==> src/rtl/rank_shuffler.sv <==
module rank_shuffler #(
  parameter int NTHR        = 4,
  parameter int IW          = 16,
  parameter int INSN_TARGET = 5000,
  parameter int PERIOD      = 100000,
  parameter logic [15:0] SEED = 16'hACE1
) (
  input  logic                         clk,
  input  logic                         rst_n,
  input  logic [NTHR-1:0]              retire,
  input  logic [NTHR*IW-1:0]           intensity,
  input  logic [NTHR-1:0]              seg_chg,
  input  logic [NTHR-1:0]              member,
  output logic [NTHR*((NTHR>1)?$clog2(NTHR):1)-1:0] rank,
  output logic                         mode_seg,
  output logic                         reshuf
);
  localparam int RW = (NTHR > 1) ? $clog2(NTHR) : 1;
  localparam int CW = $clog2(INSN_TARGET + 1);
  localparam int TW = $clog2(PERIOD);
  localparam int MW = IW + 3;

  logic [CW-1:0]   icnt [NTHR];
  logic [RW-1:0]   rk   [NTHR];
  logic [NTHR-1:0] reached;
  logic [TW-1:0]   tmr;
  logic [15:0]     lfsr, modv;
  logic [RW-1:0]   sh_idx, jsel;
  logic [IW-1:0]   mx, mn;
  logic            done_all, far, tmr_hit, trig;

  for (genvar g = 0; g < NTHR; g++) begin : g_thr
    assign reached[g] = (icnt[g] == CW'(INSN_TARGET));
    assign rank[g*RW +: RW] = rk[g];
    always_ff @(posedge clk) begin
      if (!rst_n || done_all) icnt[g] <= '0;
      else if (member[g] && retire[g] && !reached[g]) icnt[g] <= icnt[g] + 1'b1;
    end
  end

  always_comb begin
    mx = '0;
    mn = '1;
    for (int i = 0; i < NTHR; i++) begin
      if (member[i]) begin
        if (intensity[i*IW +: IW] > mx) mx = intensity[i*IW +: IW];
        if (intensity[i*IW +: IW] < mn) mn = intensity[i*IW +: IW];
      end
    end
  end

  assign far      = (mn == '0) || (MW'(mx) * MW'(5) >= MW'(mn) * MW'(6));
  assign done_all = (|member) && (&(reached | ~member));
  assign tmr_hit  = !mode_seg && (tmr == TW'(PERIOD - 1));
  assign trig     = done_all || tmr_hit || (mode_seg && |(seg_chg & member));
  assign modv     = lfsr % (16'(sh_idx) + 16'd1);
  assign jsel     = modv[RW-1:0];

  always_ff @(posedge clk) begin
    if (!rst_n) begin
      tmr      <= '0;
      lfsr     <= SEED;
      sh_idx   <= '0;
      mode_seg <= 1'b0;
      reshuf   <= 1'b0;
      for (int i = 0; i < NTHR; i++) rk[i] <= RW'(i);
    end else begin
      lfsr   <= {lfsr[14:0], lfsr[15] ^ lfsr[13] ^ lfsr[12] ^ lfsr[10]};
      reshuf <= trig;
      if (done_all) mode_seg <= !far;
      tmr <= (done_all || tmr_hit || mode_seg) ? '0 : tmr + 1'b1;
      if (trig) sh_idx <= RW'(NTHR - 1);
      else if (sh_idx != '0) begin
        sh_idx <= sh_idx - 1'b1;
        if (member[sh_idx] && member[jsel]) begin
          rk[sh_idx] <= rk[jsel];
          rk[jsel]   <= rk[sh_idx];
        end
      end
    end
  end
endmodule


==> config.mk <==
export PLATFORM = sky130hd
export DESIGN_NAME = rank_shuffler
export DESIGN_NICKNAME = d
export VERILOG_FILES = /design/src/rtl/rank_shuffler.sv
export SDC_FILE = /design/constraint.sdc
export NUM_CORES = 1
export LEC_CHECK = 0
export CAP_MARGIN = 25
export CORE_MARGIN = 2
export CORE_UTILIZATION = 50
export CTS_BUF_LIST = sky130_fd_sc_hd__clkbuf_2 sky130_fd_sc_hd__clkbuf_4 sky130_fd_sc_hd__clkbuf_8
export CTS_CLUSTER_DIAMETER = 80
export DETAILED_ROUTE_END_ITERATION = 8
export PLACE_DENSITY = 0.69
export SLEW_MARGIN = 20
export SYNTH_ARGS = -nofsm -noshare
export SYNTH_HDL_FRONTEND = slang
export SYNTH_SLANG_ARGS = --single-unit
export TNS_END_PERCENT = 1
==> constraint.sdc <==
create_clock -name clk -period 84.8 [get_ports clk]
set_input_delay 25.44 -clock clk [delete_from_list [all_inputs] [get_ports clk]]
set_output_delay 25.44 -clock clk [all_outputs]
set_load 0.01 [all_outputs]
=== Yosys cells after proc, flatten, opt, wreduce, memory -nomap -nowiden ===
Memory sizes are Yosys's and may differ from the RTL's. A register that Yosys moved wholly into a read port is not among the register bits.
Cells that the tools add are included.

* Register bits after elaboration: 37
* Bits in latches: 0
* Bits in writable memories: 60
* Memory bits (read-only): 0
* Input bits: 78
* Output and inout port bits: 10
* Word-level logic and storage cells: 131
* Memories: 2

* $add $sub $neg: 7
* $mul: 2
* Div/mod/pow operators: 1
* Order comparisons: 11
* Equal/unequal tests: 5
* Shift-type cells: 0
* Muxes and demuxes: 54
* Bitwise operators: 11
* Reduce and logical (&&, ||, !) cells: 33

{| class="wikitable"
|+ Memory list
! name !! words !! width !! rd ports !! clocked after Yosys merged registers in !! wr ports !! line !! text
|-
| icnt || 4 || 13 || 4 || 0 || 4 || 23 || <nowiki>logic [CW-1:0] icnt [NTHR];</nowiki>
|-
| rk || 4 || 2 || 6 || 1 || 4 || 24 || <nowiki>logic [RW-1:0] rk [NTHR];</nowiki>
|}

{| class="wikitable"
|+ Operator list
! cell !! number
|-
| $mux W16 || 16
|-
| $add A13 B1 Y13 const B || 4
|-
| $eq A13 B13 Y1 const B || 4
|-
| $mux W13 || 4
|-
| $gt A16 B16 Y1 || 3
|-
| $lt A16 B16 Y1 || 3
|-
| $mux W1 || 24
|-
| $ge A19 B19 Y1 || 1
|-
| $mul A16 B3 Y19 const B || 1
|-
| $mul A16 B2 Y18 const B || 1
|-
| $add A17 B1 Y17 const B || 1
|-
| $eq A17 B17 Y1 const B || 1
|-
| $gt A16 B1 Y1 const B || 1
|-
| $logic_not A16 Y1 || 1
|-
| $lt A16 B16 Y1 const B || 1
|-
| $mod A16 B16 Y16 || 1
|-
| $mux W2 || 8
|-
| $logic_and A1 B1 Y1 || 12
|-
| $reduce_or A4 Y1 || 2
|-
| $logic_not A1 Y1 || 7
|-
| $lt A2 B3 Y1 const B || 2
|-
| $reduce_or A2 Y1 || 3
|-
| $logic_or A1 B1 Y1 || 5
|-
| $and A4 B4 Y4 || 1
|-
| other kinds (10) || 17
|}

=== Longest topological paths before layout ===
Gate-level depths: netlist of run 1.

* Depth after elaboration: 16
* Mapped depth: 150

=== Worst setup path before layout of run 1 ===
Ideal clock, no wire load.

* Path type: input -> register
* Start: input intensity[1]
* End: register mode_seg
* Arrival time: 37015 ps
* Required time: 84726 ps
* Path slack: 47711 ps
* Cell stages on the path: 66
* Path through: nand4_1 -> o41ai_1 -> nor2_1 -> ha_1 -> a21boi_0 -> o21ai_0 -> nand2b_1 -> a21o_1 -> a21o_1 -> a21o_1 -> a21o_1 -> a21oi_1 -> o311ai_0 -> clkbuf_1 -> nor2_1 -> a21oi_1 -> inv_1 -> ha_1 -> [30 not listed] -> a21oi_1 -> o21bai_1 -> a21oi_1 -> o21bai_1 -> a21oi_1 -> o21bai_1 -> a21oi_1 -> o21bai_1 -> a21oi_1 -> o21bai_1 -> a21o_1 -> xnor2_1 -> ha_1 -> a21oi_1 -> nor2b_1 -> o21ai_0 -> nand3_1 -> o21ai_0

* Longest elaborated chain between the ends: 16

{| class="wikitable"
|+ RTL lines
! element !! line !! text
|-
| start: declaration || 11 || <nowiki>input logic [NTHR*IW-1:0] intensity,</nowiki>
|-
| $gt A16 B1 Y1 / $lt A16 B16 Y1 (equally long branches) || 46, 47 ||
|-
| $mux W16, on equally long branches || 46, 47 ||
|-
| $mux W16 || 45 || <nowiki>if (member[i]) begin</nowiki>
|-
| $gt A16 B16 Y1 / $lt A16 B16 Y1 (equally long branches) || 46, 47 ||
|-
| $mux W16, on equally long branches || 46, 47 ||
|-
| $mux W16 || 45 ||
|-
| $gt A16 B16 Y1 / $lt A16 B16 Y1 (equally long branches) || 46, 47 ||
|-
| $mux W16, on equally long branches || 46, 47 ||
|-
| $mux W16 || 45 ||
|-
| $gt A16 B16 Y1 / $lt A16 B16 Y1 (equally long branches) || 46, 47 ||
|-
| $mux W16, on equally long branches || 46, 47 ||
|-
| $mux W16 || 45 ||
|-
| $mul A16 B3 Y19 / $mul A16 B2 Y18 (equally long branches) || 52 || <nowiki>assign far = (mn == '0) || (MW'(mx) * MW'(5) >= MW'(mn) * MW'(6));</nowiki>
|-
| $ge A19 B19 Y1 || 52 ||
|-
| $logic_or A1 B1 Y1 * || 52 ||
|-
| $logic_not A1 Y1 * || 70 || <nowiki>if (done_all) mode_seg <= !far;</nowiki>
|-
| end signal: assignment || 70 ||
|-
| end: declaration || 15 || <nowiki>output logic mode_seg,</nowiki>
|}

Every way passes the cells marked *; elsewhere a longest branch is shown, timed or not.
A chain may end at the register's enable or synchronous reset.

=== Worst setup path after layout of run 1 ===
* Start: input member[0]
* End: register mode_seg

* Longest elaborated chain between the ends: 14

{| class="wikitable"
|+ RTL lines
! element !! line !! text
|-
| start: declaration || 13 || <nowiki>input logic [NTHR-1:0] member,</nowiki>
|-
| $mux W16 || 45 ||
|-
| $gt A16 B16 Y1 / $lt A16 B16 Y1 (equally long branches) || 46, 47 ||
|-
| $mux W16, on equally long branches || 46, 47 ||
|-
| $mux W16 || 45 ||
|-
| $gt A16 B16 Y1 / $lt A16 B16 Y1 (equally long branches) || 46, 47 ||
|-
| $mux W16, on equally long branches || 46, 47 ||
|-
| $mux W16 || 45 ||
|-
| $gt A16 B16 Y1 / $lt A16 B16 Y1 (equally long branches) || 46, 47 ||
|-
| $mux W16, on equally long branches || 46, 47 ||
|-
| $mux W16 || 45 ||
|-
| $mul A16 B3 Y19 / $mul A16 B2 Y18 (equally long branches) || 52 ||
|-
| $ge A19 B19 Y1 || 52 ||
|-
| $logic_or A1 B1 Y1 || 52 ||
|-
| $logic_not A1 Y1 || 70 ||
|}

Several ways; a longest one is shown, not always the timed one.

==> results of run 1 <==
==> metrics by stage <==
step           std cells  cell area [um2]  hold WS (ns)
2_1_floorplan       1936            15200        0.4299
3_3_place_gp        2365            16400        0.4427
3_5_place_dp        2365            16400        0.4567
4_1_cts             2381            16590        0.4804
5_1_grt             2381            16590        0.5064
6_report            2381            16590        0.4736
==> path summary, 6_finish.rpt <==
| kind | start | end | slack (ns) |
|---|---|---|---|
| max reg2reg | sh_idx[1]$_SDFFE_PN0N_ | rk[3][0]$_DFFE_PP_ | 51.53 |
| min | tmr[0]$_SDFF_PP0_ | tmr[0]$_SDFF_PP0_ | 0.47 |
| min reg2reg | tmr[0]$_SDFF_PP0_ | tmr[0]$_SDFF_PP0_ | 0.47 |
| max | member[0] | mode_seg$_SDFFE_PN0P_ | 46.15 |
==> cells in the mapped netlist (all sizes together) (6+ instances only) <==
library cell / number / area, um2
o211ai: 12 / 100.1
or3: 14 / 87.58
xnor2: 66 / 578.1
nand4: 37 / 237.7
a21o: 49 / 369.1
nand2b: 37 / 231.5
or2: 14 / 87.59
and4: 7 / 61.31
inv: 121 / 454.2
o21a: 36 / 270.3
o31ai: 7 / 57.55
clkbuf: 47 / 176.4
a21boi: 13 / 101.3
o22a: 7 / 61.31
dfxtp: 39 / 780.8
mux2i: 51 / 514.2
nor2b: 34 / 212.7
nor4: 20 / 180.2
xor2: 47 / 411.6
edfxtp: 60 / 1802
buf: 10 / 66.31
o21bai: 26 / 195.2
nand3: 63 / 320.3
nand2: 165 / 619.3
mux2: 37 / 424.2
a31oi: 7 / 43.79
o211a: 6 / 60.06
o21ai: 102 / 510.5
or4: 7 / 60.06
and2: 21 / 135.1
nor3: 54 / 291.5
a21oi: 122 / 621.9
and3: 21 / 131.4
a211oi: 28 / 242.7
nand4b: 6 / 52.55
o41ai: 7 / 68.82
ha: 221 / 2765
nor2: 218 / 825.8
==> cell families (layout without fill, tap and decap cells) <==
logic type	after synthesis	in the layout
flops	99	99
mux	91	91
simple gates	740	740
buf+inv	180	235
fa+ha+maj	224	224
compound gates	489	489
xor+xnor	113	113
==> state kept, by name (all words and copies together) (netlist names), named ones only <==
register,flops
icnt,52
lfsr,16
mode_seg,1
reshuf,1
rk,8
sh_idx,2
tmr,17
==> metal layers <==
metal  global-route usage, %  up-vias  routed length [um]
li1                        -     7180                   -
met1                   31.40     6619               17610
met2                   44.26      280               18890
met3                   2.110       51                1478
met4                   6.911        0                 842
met5                       0        -                   0
==> layout make-up <==
class | count | area (um2)
clock buffers | 10 | 131.4
clock inverters | 6 | 65.06
fillers | 2876 | 13200
inverters | 123 | 461.7
multi-input cells | 1657 | 11930
flip-flops and latches | 99 | 2582
well taps | 390 | 488.0
repair buffers | 96 | 938.4
==> worst max-delay path, delay by kind of cell <==
family / cells / cell delay (ns)
compound gates: 39 / 7.05
fa+ha+maj: 7 / 2.10
buf+inv: 8 / 2.04
simple gates: 18 / 1.73
mux: 1 / 0.41
xor+xnor: 1 / 0.14
==> summary.txt, run 1 <==
TIMING
-------------------------------------------------------------------------------------------------
Sum of negative setup slack                                                                  0 ns
Final clock skew                                                                       0.01269 ns
Slew margin rel.                                                                           36.38%
Slew at the pin closest to its max-slew limit                                           0.9544 ns
Min Clock Period, post-route                                                             38.65 ns
RSZ-0062 raised after global routing                                                        false
Post-route clock period utilization                                                        45.58%
Fin. max-slew vios                                                                              0
Crit path setup slack, layout                                                            46.15 ns
Final hold violations                                                                           0
Number of setup violations in the final report                                                  0
Upper clock frequency limit                                                           0.02587 GHz

GLOBAL ROUTING
-------------------------------------------------------------------------------------------------
GR Overflow Total                                                                               0
Overall Global Routing Usage                                                               24.63%
Global-route wire length before repair                                                   64.32 mm
Largest net degree at the start of global routing                                              45
Vias in the first global route                                                              13389
Initial antenna violation count                                                                 0

ROUTING
-------------------------------------------------------------------------------------------------
Number of optimization iterations in the first detailed-route pass                              7
Remaining design rule violation count                                                           0
Via/cell ratio                                                                              5.934
Routed Antenna Nets                                                                             0
Post-detailed-routing wire length                                                        38.82 mm
Drt first-iter violations                                                                    1050
Routed len/inst                                                                          16.30 um
Vias                                                                                        14130

CLOCK NETWORK
-------------------------------------------------------------------------------------------------
Sink Count                                                                                     99
Clock tree from TritonCTS                                                                    done
Hold buffer count at cts                                                                        0
Clock network latency to the later pin of the worst-skew pair                             0.39 ns
Clock root buffer master                                                                 clkbuf_8
Buffers inserted during post-CTS setup optimization                                             0
Resize count post-CTS                                                                           0
H-tree lvl count                                                                                3
Clock Path Buffers                                                                              2
Clock buffers created by TritonCTS                                                              9
Clock-pin slew of the registers on the worst-case setup and hold paths                    0.10 ns

PLACED DESIGN
-------------------------------------------------------------------------------------------------
Detailed Place HPWL                                                                      31.95 mm
Number of port buffers                                                                         87
Post-placement setup slack                                                               45.96 ns
GPL Wtd Cong                                                                               0.9188

MIN PATH
-------------------------------------------------------------------------------------------------
Depth of the worst hold-timing path                                                             1
Worst min-delay path category                                                             reg2reg

YOSYS
-------------------------------------------------------------------------------------------------
Combinational family with the most area after synthesis                              simple AND/OR/NAND/NOR gates
Post-synth EDFFs                                                                               60
Sequential-to-total area share from yosys stat                                             16.99%
Multiplexer fraction of the synthesized cell area                                          6.619%
Adder and majority cell fraction of the synthesized area                                   18.59%
Most common flop cell mapped by yosys                                                    edfxtp_1
Post-synthesis compound-gate area fraction                                                 21.97%
Synth Instances                                                                              1936
Number of distinct library cell variants in the gate-level netlist after synthesis            111
Netlist Area Pre-Place                                                                0.01520 mm2
Parity-gate share of the synthesized area counting xor and xnor cells                      6.512%
Simple logic cell fraction of the synthesized area                                         24.67%
Warnings from Yosys                                                                             0
Number of flip-flops and latches in the synthesized netlist                                    99
Proportion of synthesized flip-flops having asynchronous set or reset                          0%
Avg Synthesized Cell Area                                                               7.850 um2
Syn_nets                                                                                     2238

RUN STATUS
-------------------------------------------------------------------------------------------------
Result of the run                                                                    finished clean

FLOORPLANNING
-------------------------------------------------------------------------------------------------
Die Outline Area                                                                      0.03181 mm2
Number of rows in the core area                                                                63
Initial cell density of the core                                                           51.00%
Count of pins on the block boundary                                                            88
Die Ht                                                                                   178.3 um
Chip Width                                                                               178.3 um
Core Box Area                                                                         0.02980 mm2

FINISH
-------------------------------------------------------------------------------------------------
Proportion of layout cells with a drive suffix above 1                                     6.379%
NumNets Final                                                                                2288
Commonest non-fill, non-tap cell in the layout                                               ha_1
Layout overhead on the synthesized area                                                    9.180%
Highest-count cells in the layout ignoring fill and taps                             ha_1, nor2_1, nand2_1, inv_1, a21oi_1
Antenna fix cells                                                                               0
Final core area utilization                                                                55.69%

SETUP PATH
-------------------------------------------------------------------------------------------------
Critical path's largest stage delay                                                       0.89 ns
Highest net fanout along the worst path                                                        31
Critical setup path kind                                                                   in2reg
Type of element capturing the critical path                                             flip-flop
WP data arrival                                                                          38.97 ns
Library cell contributing the largest single delay on the critical path              clkdlybuf4s50_1
Required @ worst endpoint                                                                85.12 ns
Startpoint type of the worst setup path                                              primary input
Number of cells traversed by the worst register-to-register path                              133

RUN
-------------------------------------------------------------------------------------------------
Number of violations of the max-capacitance limit                                               0

Power of run 1 is not shown: default switching activity piles up to over one toggle a cycle in this logic, so the estimate is an artifact.
==> inputs of run 2 (changes only) <==
Settings changed: PLACE_DENSITY 0.69 to 0.71.
Clock period 84.8 ns to 33.4 ns, I/O delays scaled along.
==> run 2 against run 1 <==
  * Setup slack lost 43 ns
  * Worst hold slack lost 0.0014 ns
  * First-iteration DRC count shrank 17%
  * Count of clock-buffer cells in the layout shrank 1
  * Largest cell class unchanged
==> summary.txt, run 2 (same netlist as run 1, synthesis figures left out) <==
CLOCK NETWORK
--------------------------------------------------------------------------------------
Clock network latency to the later pin of the worst-skew pair                  0.38 ns   about the same
Clock-pin slew of the registers on the worst-case setup and hold paths         0.10 ns   about the same
Clock Path Buffers                                                                   2   unchanged
Sink Count                                                                          99   unchanged
Hold buffer count at cts                                                             0   unchanged
Clock root buffer master                                                      clkbuf_8
Clock buffers created by TritonCTS                                                   9   unchanged
H-tree lvl count                                                                     3   unchanged
Clock tree from TritonCTS                                                         done

FINISH
--------------------------------------------------------------------------------------
Total area of sequential cells                                            0.002582 mm2   unchanged
Proportion of layout cells with a drive suffix above 1                          7.350%   +0.97 points
NumNets Final                                                                     2297   +0.39%
Highest-count cells in the layout ignoring fill and taps                  ha_1, nor2_1, nand2_1, inv_1, a21oi_1
Largest regs                                                              icnt: 52 flops, tmr: 17 flops, lfsr: 16 flops
Antenna fix cells                                                                    0   unchanged
Multi-input gate area                                                      0.01203 mm2   +0.85%
Number of filler cells placed in the layout                                       2746   -4.5%
Area of all placed cells without fillers                                   0.01679 mm2   +1.2%
Layout overhead on the synthesized area                                         10.50%
Commonest non-fill, non-tap cell in the layout                                    ha_1
Number of flip-flops in the largest register                                        52   unchanged
Largest Register                                                                  icnt

SETUP PATH
--------------------------------------------------------------------------------------
Cell repeated most along the worst path                                           ha_1
Critical setup path kind                                                       reg2reg
Family with the most delay on the worst path                              simple AND/OR/NAND/NOR gates
Library cell contributing the largest single delay on the critical path          or4_1
Startpoint type of the worst setup path                                      flip-flop
WP data arrival                                                               30.78 ns   -8.19 ns
Highest net fanout along the worst path                                             20   -35%
Critical path's largest stage delay                                            0.65 ns   -0.24 ns
Type of element capturing the critical path                                  flip-flop
Number of buffers and inverters on the critical path                                 6   -2
Required @ worst endpoint                                                     33.53 ns   -51.59 ns

TIMING
--------------------------------------------------------------------------------------
Crit path setup slack, layout                                                 2.756 ns   -43.39 ns
Final clock skew                                                            0.01038 ns   -0.002308 ns
Slew at the pin closest to its max-slew limit                                0.9319 ns   -0.02246 ns
Sum of negative setup slack                                                       0 ns   unchanged
Min Clock Period, post-route                                                  30.64 ns
Post-route clock period utilization                                             91.75%
Fin. max-slew vios                                                                   0   unchanged
Final hold violations                                                                0   unchanged
Upper clock frequency limit                                                0.03263 GHz
Slew margin rel.                                                                37.05%   +0.68 points
Number of setup violations in the final report                                       0   unchanged
Worst Hold Slack                                                             0.4722 ns   -0.001393 ns

PLACED DESIGN
--------------------------------------------------------------------------------------
Number of port buffers                                                              87   unchanged
GPL Wtd Cong                                                                    0.9160   -0.30%
Post-detailed-placement cell area                                          0.01639 mm2   about the same
Detailed Place HPWL                                                           32.46 mm   +1.6%
Post-placement setup slack                                                    1.484 ns   -44.48 ns

GLOBAL ROUTING
--------------------------------------------------------------------------------------
Initial antenna violation count                                                      1   +1
Largest net degree at the start of global routing                                   45   unchanged
GR Overflow Total                                                                    0   unchanged
Global-route wire length before repair                                        65.16 mm   +1.3%
Overall Global Routing Usage                                                    25.03%   +0.40 points
Vias in the first global route                                                   13791   +3.0%

ROUTING
--------------------------------------------------------------------------------------
Routed Antenna Nets                                                                  0   unchanged
Via/cell ratio                                                                   6.010   +1.3%
Routed len/inst                                                               16.75 um   +2.8%
Remaining design rule violation count                                                0   unchanged
Drt first-iter violations                                                          875   -17%
Number of optimization iterations in the first detailed-route pass                   7   unchanged
Post-detailed-routing wire length                                             40.04 mm   +3.2%
Vias                                                                             14363   +1.6%

FLOORPLANNING
--------------------------------------------------------------------------------------
Count of pins on the block boundary                                                 88   unchanged
Die Outline Area                                                           0.03181 mm2   unchanged
Core Box Area                                                              0.02980 mm2   unchanged
Initial cell density of the core                                                51.00%   unchanged
Number of rows in the core area                                                     63   unchanged
Die Ht                                                                        178.3 um   unchanged
Chip Width                                                                    178.3 um   unchanged

RUN
--------------------------------------------------------------------------------------
Number of violations of the max-capacitance limit                                    0   unchanged

MIN PATH
--------------------------------------------------------------------------------------
Worst min-delay path category                                                  reg2reg

RUN STATUS
--------------------------------------------------------------------------------------
Result of the run                                                         finished clean

==> run 2: repair_timing <==
item                                    in CTS  in global routing
endpoints found under the setup margin       0                 16
gates resized for setup                      0                 20
setup buffers                                0                 10
endpoints found under the hold margin        0                  0
==> run 2: cell type report <==
cell class                 instances  share of cell area (%)
inverter                         123                   2.772
clock inverter                     7                  0.5961
clock buffer                       9                  0.7376
sequential                        99                   15.38
timing repair buffer             105                   5.991
multi-input combinational       1657                   71.62
tap                              390                   2.906
==> run 2: routing by layer <==
layer / vias up / GRT usage [%] / wire, um
met5: - / 0 / 13
met4: 2 / 10.47 / 1540
met3: 103 / 2.962 / 1744
met2: 368 / 45.00 / 19530
met1: 6693 / 30.02 / 17220
li1: 7197 / - / -
==> run 2: worst paths after layout <==
check                              start                  to  slack (ns)  depth (start not counted)
hold / removal         tmr[0]$_SDFF_PP0_   tmr[0]$_SDFF_PP0_        0.47                          1
hold reg to reg        tmr[0]$_SDFF_PP0_   tmr[0]$_SDFF_PP0_        0.47                          1
setup reg to reg  sh_idx[1]$_SDFFE_PN0N_  rk[1][0]$_DFFE_PP_        2.76                        132
setup / recovery  sh_idx[1]$_SDFFE_PN0N_  rk[1][0]$_DFFE_PP_        2.76                        132
==> run 2: stage by stage <==
| step | util (%) | instances |
|---|---|---|
| final | 56.36 | 2390 |
| after detailed placement | 55.00 | 2364 |
| after CTS | 55.75 | 2380 |
| after global routing | 56.36 | 2390 |
| after floorplan | - | 1936 |
| after global placement | 55.00 | 2364 |
Power of run 2 is left out for the same reason.
==> inputs of run 3 (changes only) <==
Settings changed: REMOVE_ABC_BUFFERS set to 1.
==> run 3 against run 2 <==
  * Cell area shrank 0.49%
  * Global-route usage shrank 0.89 points
  * Count of clock-buffer cells in the layout is the same
  * Wire length shrank 4.4%
  * Register-to-register slack gained 0.11 ns
  * Non-clock buffer count shrank 6
  * Via count shrank 0.24%
  * Die area is the same
  * Sequential share of layout area grew 0.076 points
  * Largest cell class unchanged
==> summary.txt, run 3 (same netlist as run 1, synthesis figures left out) <==
TIMING
--------------------------------------------------------------------------------------
Min Clock Period, post-route                                                  30.54 ns   -0.1078 ns
Final clock skew                                                            0.02437 ns   +0.01399 ns
Sum of negative setup slack                                                       0 ns   unchanged
Number of setup violations in the final report                                       0   unchanged
Slew margin rel.                                                                37.11%   +0.061 points
Slew at the pin closest to its max-slew limit                                0.9433 ns   +0.01136 ns
Fin. max-slew vios                                                                   0   unchanged
Final hold violations                                                                0   unchanged
RSZ-0062 raised after global routing                                             false
Upper clock frequency limit                                                0.03275 GHz   +0.35%
Post-route clock period utilization                                             91.42%   -0.32 points

ROUTING
--------------------------------------------------------------------------------------
Via/cell ratio                                                                   6.010   about the same
Routed Antenna Nets                                                                  0   unchanged
Number of optimization iterations in the first detailed-route pass                   6   -1
Post-detailed-routing wire length                                             38.30 mm   -4.4%
Vias                                                                             14329   -0.24%
Drt first-iter violations                                                         1002   +15%
Remaining design rule violation count                                                0   unchanged
Routed len/inst                                                               16.06 um   -4.1%

CLOCK NETWORK
--------------------------------------------------------------------------------------
Sink Count                                                                          99   unchanged
Clock buffers created by TritonCTS                                                   9   unchanged
Clock-pin slew of the registers on the worst-case setup and hold paths         0.12 ns   +0.02 ns
Clock tree from TritonCTS                                                         done
Clock Path Buffers                                                                   2   unchanged
Clock root buffer master                                                      clkbuf_8
H-tree lvl count                                                                     3   unchanged
Clock network latency to the later pin of the worst-skew pair                  0.38 ns   about the same

FINISH
--------------------------------------------------------------------------------------
Number of flip-flops in the largest register                                        52   unchanged
Largest regs                                                              icnt: 52 flops, tmr: 17 flops, lfsr: 16 flops
Highest-count cells in the layout ignoring fill and taps                  ha_1, nor2_1, nand2_1, inv_1, a21oi_1
NumNets Final                                                                     2291   -0.26%
Non-Filler Instances                                                              2384   -0.25%
Layout overhead on the synthesized area                                         9.954%
Area of all placed cells without fillers                                   0.01671 mm2   -0.49%
Commonest non-fill, non-tap cell in the layout                                    ha_1
Proportion of layout cells with a drive suffix above 1                          6.971%   -0.38 points
Largest Register                                                                  icnt
Antenna fix cells                                                                    0   unchanged

PLACED DESIGN
--------------------------------------------------------------------------------------
Placed cells                                                                      2366   +0.085%
Number of port buffers                                                              87   unchanged
Post-detailed-placement cell area                                          0.01640 mm2   about the same
Detailed Place HPWL                                                           31.30 mm   -3.6%
GPL Wtd Cong                                                                    0.9201   +0.45%

SETUP PATH
--------------------------------------------------------------------------------------
Startpoint type of the worst setup path                                      flip-flop
Cell repeated most along the worst path                                           ha_1
Type of element capturing the critical path                                  flip-flop
Library cell contributing the largest single delay on the critical path          or4_1
WP data arrival                                                               30.68 ns   -0.10 ns
Critical path's largest stage delay                                            0.65 ns   about the same
Critical setup path kind                                                       reg2reg
Required @ worst endpoint                                                     33.54 ns   about the same
Highest net fanout along the worst path                                             20   unchanged

FLOORPLANNING
--------------------------------------------------------------------------------------
Die Ht                                                                        178.3 um   unchanged
Core Box Area                                                              0.02980 mm2   unchanged
Number of rows in the core area                                                     63   unchanged
Die Outline Area                                                           0.03181 mm2   unchanged
Count of pins on the block boundary                                                 88   unchanged
Chip Width                                                                    178.3 um   unchanged
Initial cell density of the core                                                51.00%   unchanged

GLOBAL ROUTING
--------------------------------------------------------------------------------------
Largest net degree at the start of global routing                                   45   unchanged
Global-route wire length before repair                                        63.78 mm   -2.1%
Overall Global Routing Usage                                                    24.14%   -0.89 points
Vias in the first global route                                                   13443   -2.5%
GR Overflow Total                                                                    0   unchanged
Initial antenna violation count                                                      0   -1

RUN STATUS
--------------------------------------------------------------------------------------
Result of the run                                                         finished clean

MIN PATH
--------------------------------------------------------------------------------------
Worst min-delay path category                                                  reg2reg

RUN
--------------------------------------------------------------------------------------
Number of violations of the max-capacitance limit                                    0   unchanged

==> run 3: layout make-up <==
type / count / area [um2]
Fill cell: 2736 / 13090
Multi-Input combinational cell: 1657 / 12030
Sequential cell: 99 / 2582
Timing Repair Buffer: 99 / 960.9
Tap cell: 390 / 488.0
Inverter: 123 / 461.7
Clock buffer: 9 / 123.9
Clock inverter: 7 / 67.56
==> run 3: what timing repair did <==
action,CTS,global route
setup endpoints to repair,0,16
hold buffers,0,0
setup buffers,0,2
resized for setup,0,19
hold endpoints to repair,0,0
==> run 3: critical path, delay by kind of cell (launching register included) <==
| family | cells | cell delay [ns] |
|---|---|---|
| simple gates | 53 | 11.61 |
| compound gates | 53 | 10.97 |
| fa+ha+maj | 16 | 4.67 |
| mux | 7 | 1.70 |
| buf+inv | 5 | 0.84 |
| flops | 1 | 0.42 |
==> run 3: per-stage QoR <==
step	hold WS, ns	setup slack [ns]	util, %
after floorplan	0.4299	4.623	-
after global placement	0.4414	2.912	55.05
after detailed placement	0.4514	1.647	55.05
after CTS	0.4803	1.531	55.69
after global routing	0.5070	0.04576	56.08
final	0.4763	2.864	56.08
==> run 3: layer usage <==
| metal | share of wire, % | vias to the layer above | GRT usage (%) |
|---|---|---|---|
| met5 | 0 | - | 0 |
| met4 | 2.2 | 0 | 6.267 |
| met3 | 4.3 | 65 | 2.344 |
| met2 | 47 | 371 | 41.62 |
| met1 | 46 | 6689 | 32.22 |
| li1 | - | 7204 | - |
==> run 3: worst paths after layout <==
path,startpoint,to,slack [ns],depth (start not counted)
max reg2reg,sh_idx[1]$_SDFFE_PN0N_,rk[2][1]$_DFFE_PP_,2.86,134
max,sh_idx[1]$_SDFFE_PN0N_,rk[2][1]$_DFFE_PP_,2.86,134
min reg2reg,tmr[0]$_SDFF_PP0_,tmr[0]$_SDFF_PP0_,0.48,1
min,tmr[0]$_SDFF_PP0_,tmr[0]$_SDFF_PP0_,0.48,1
Power of run 3 is left out for the same reason.
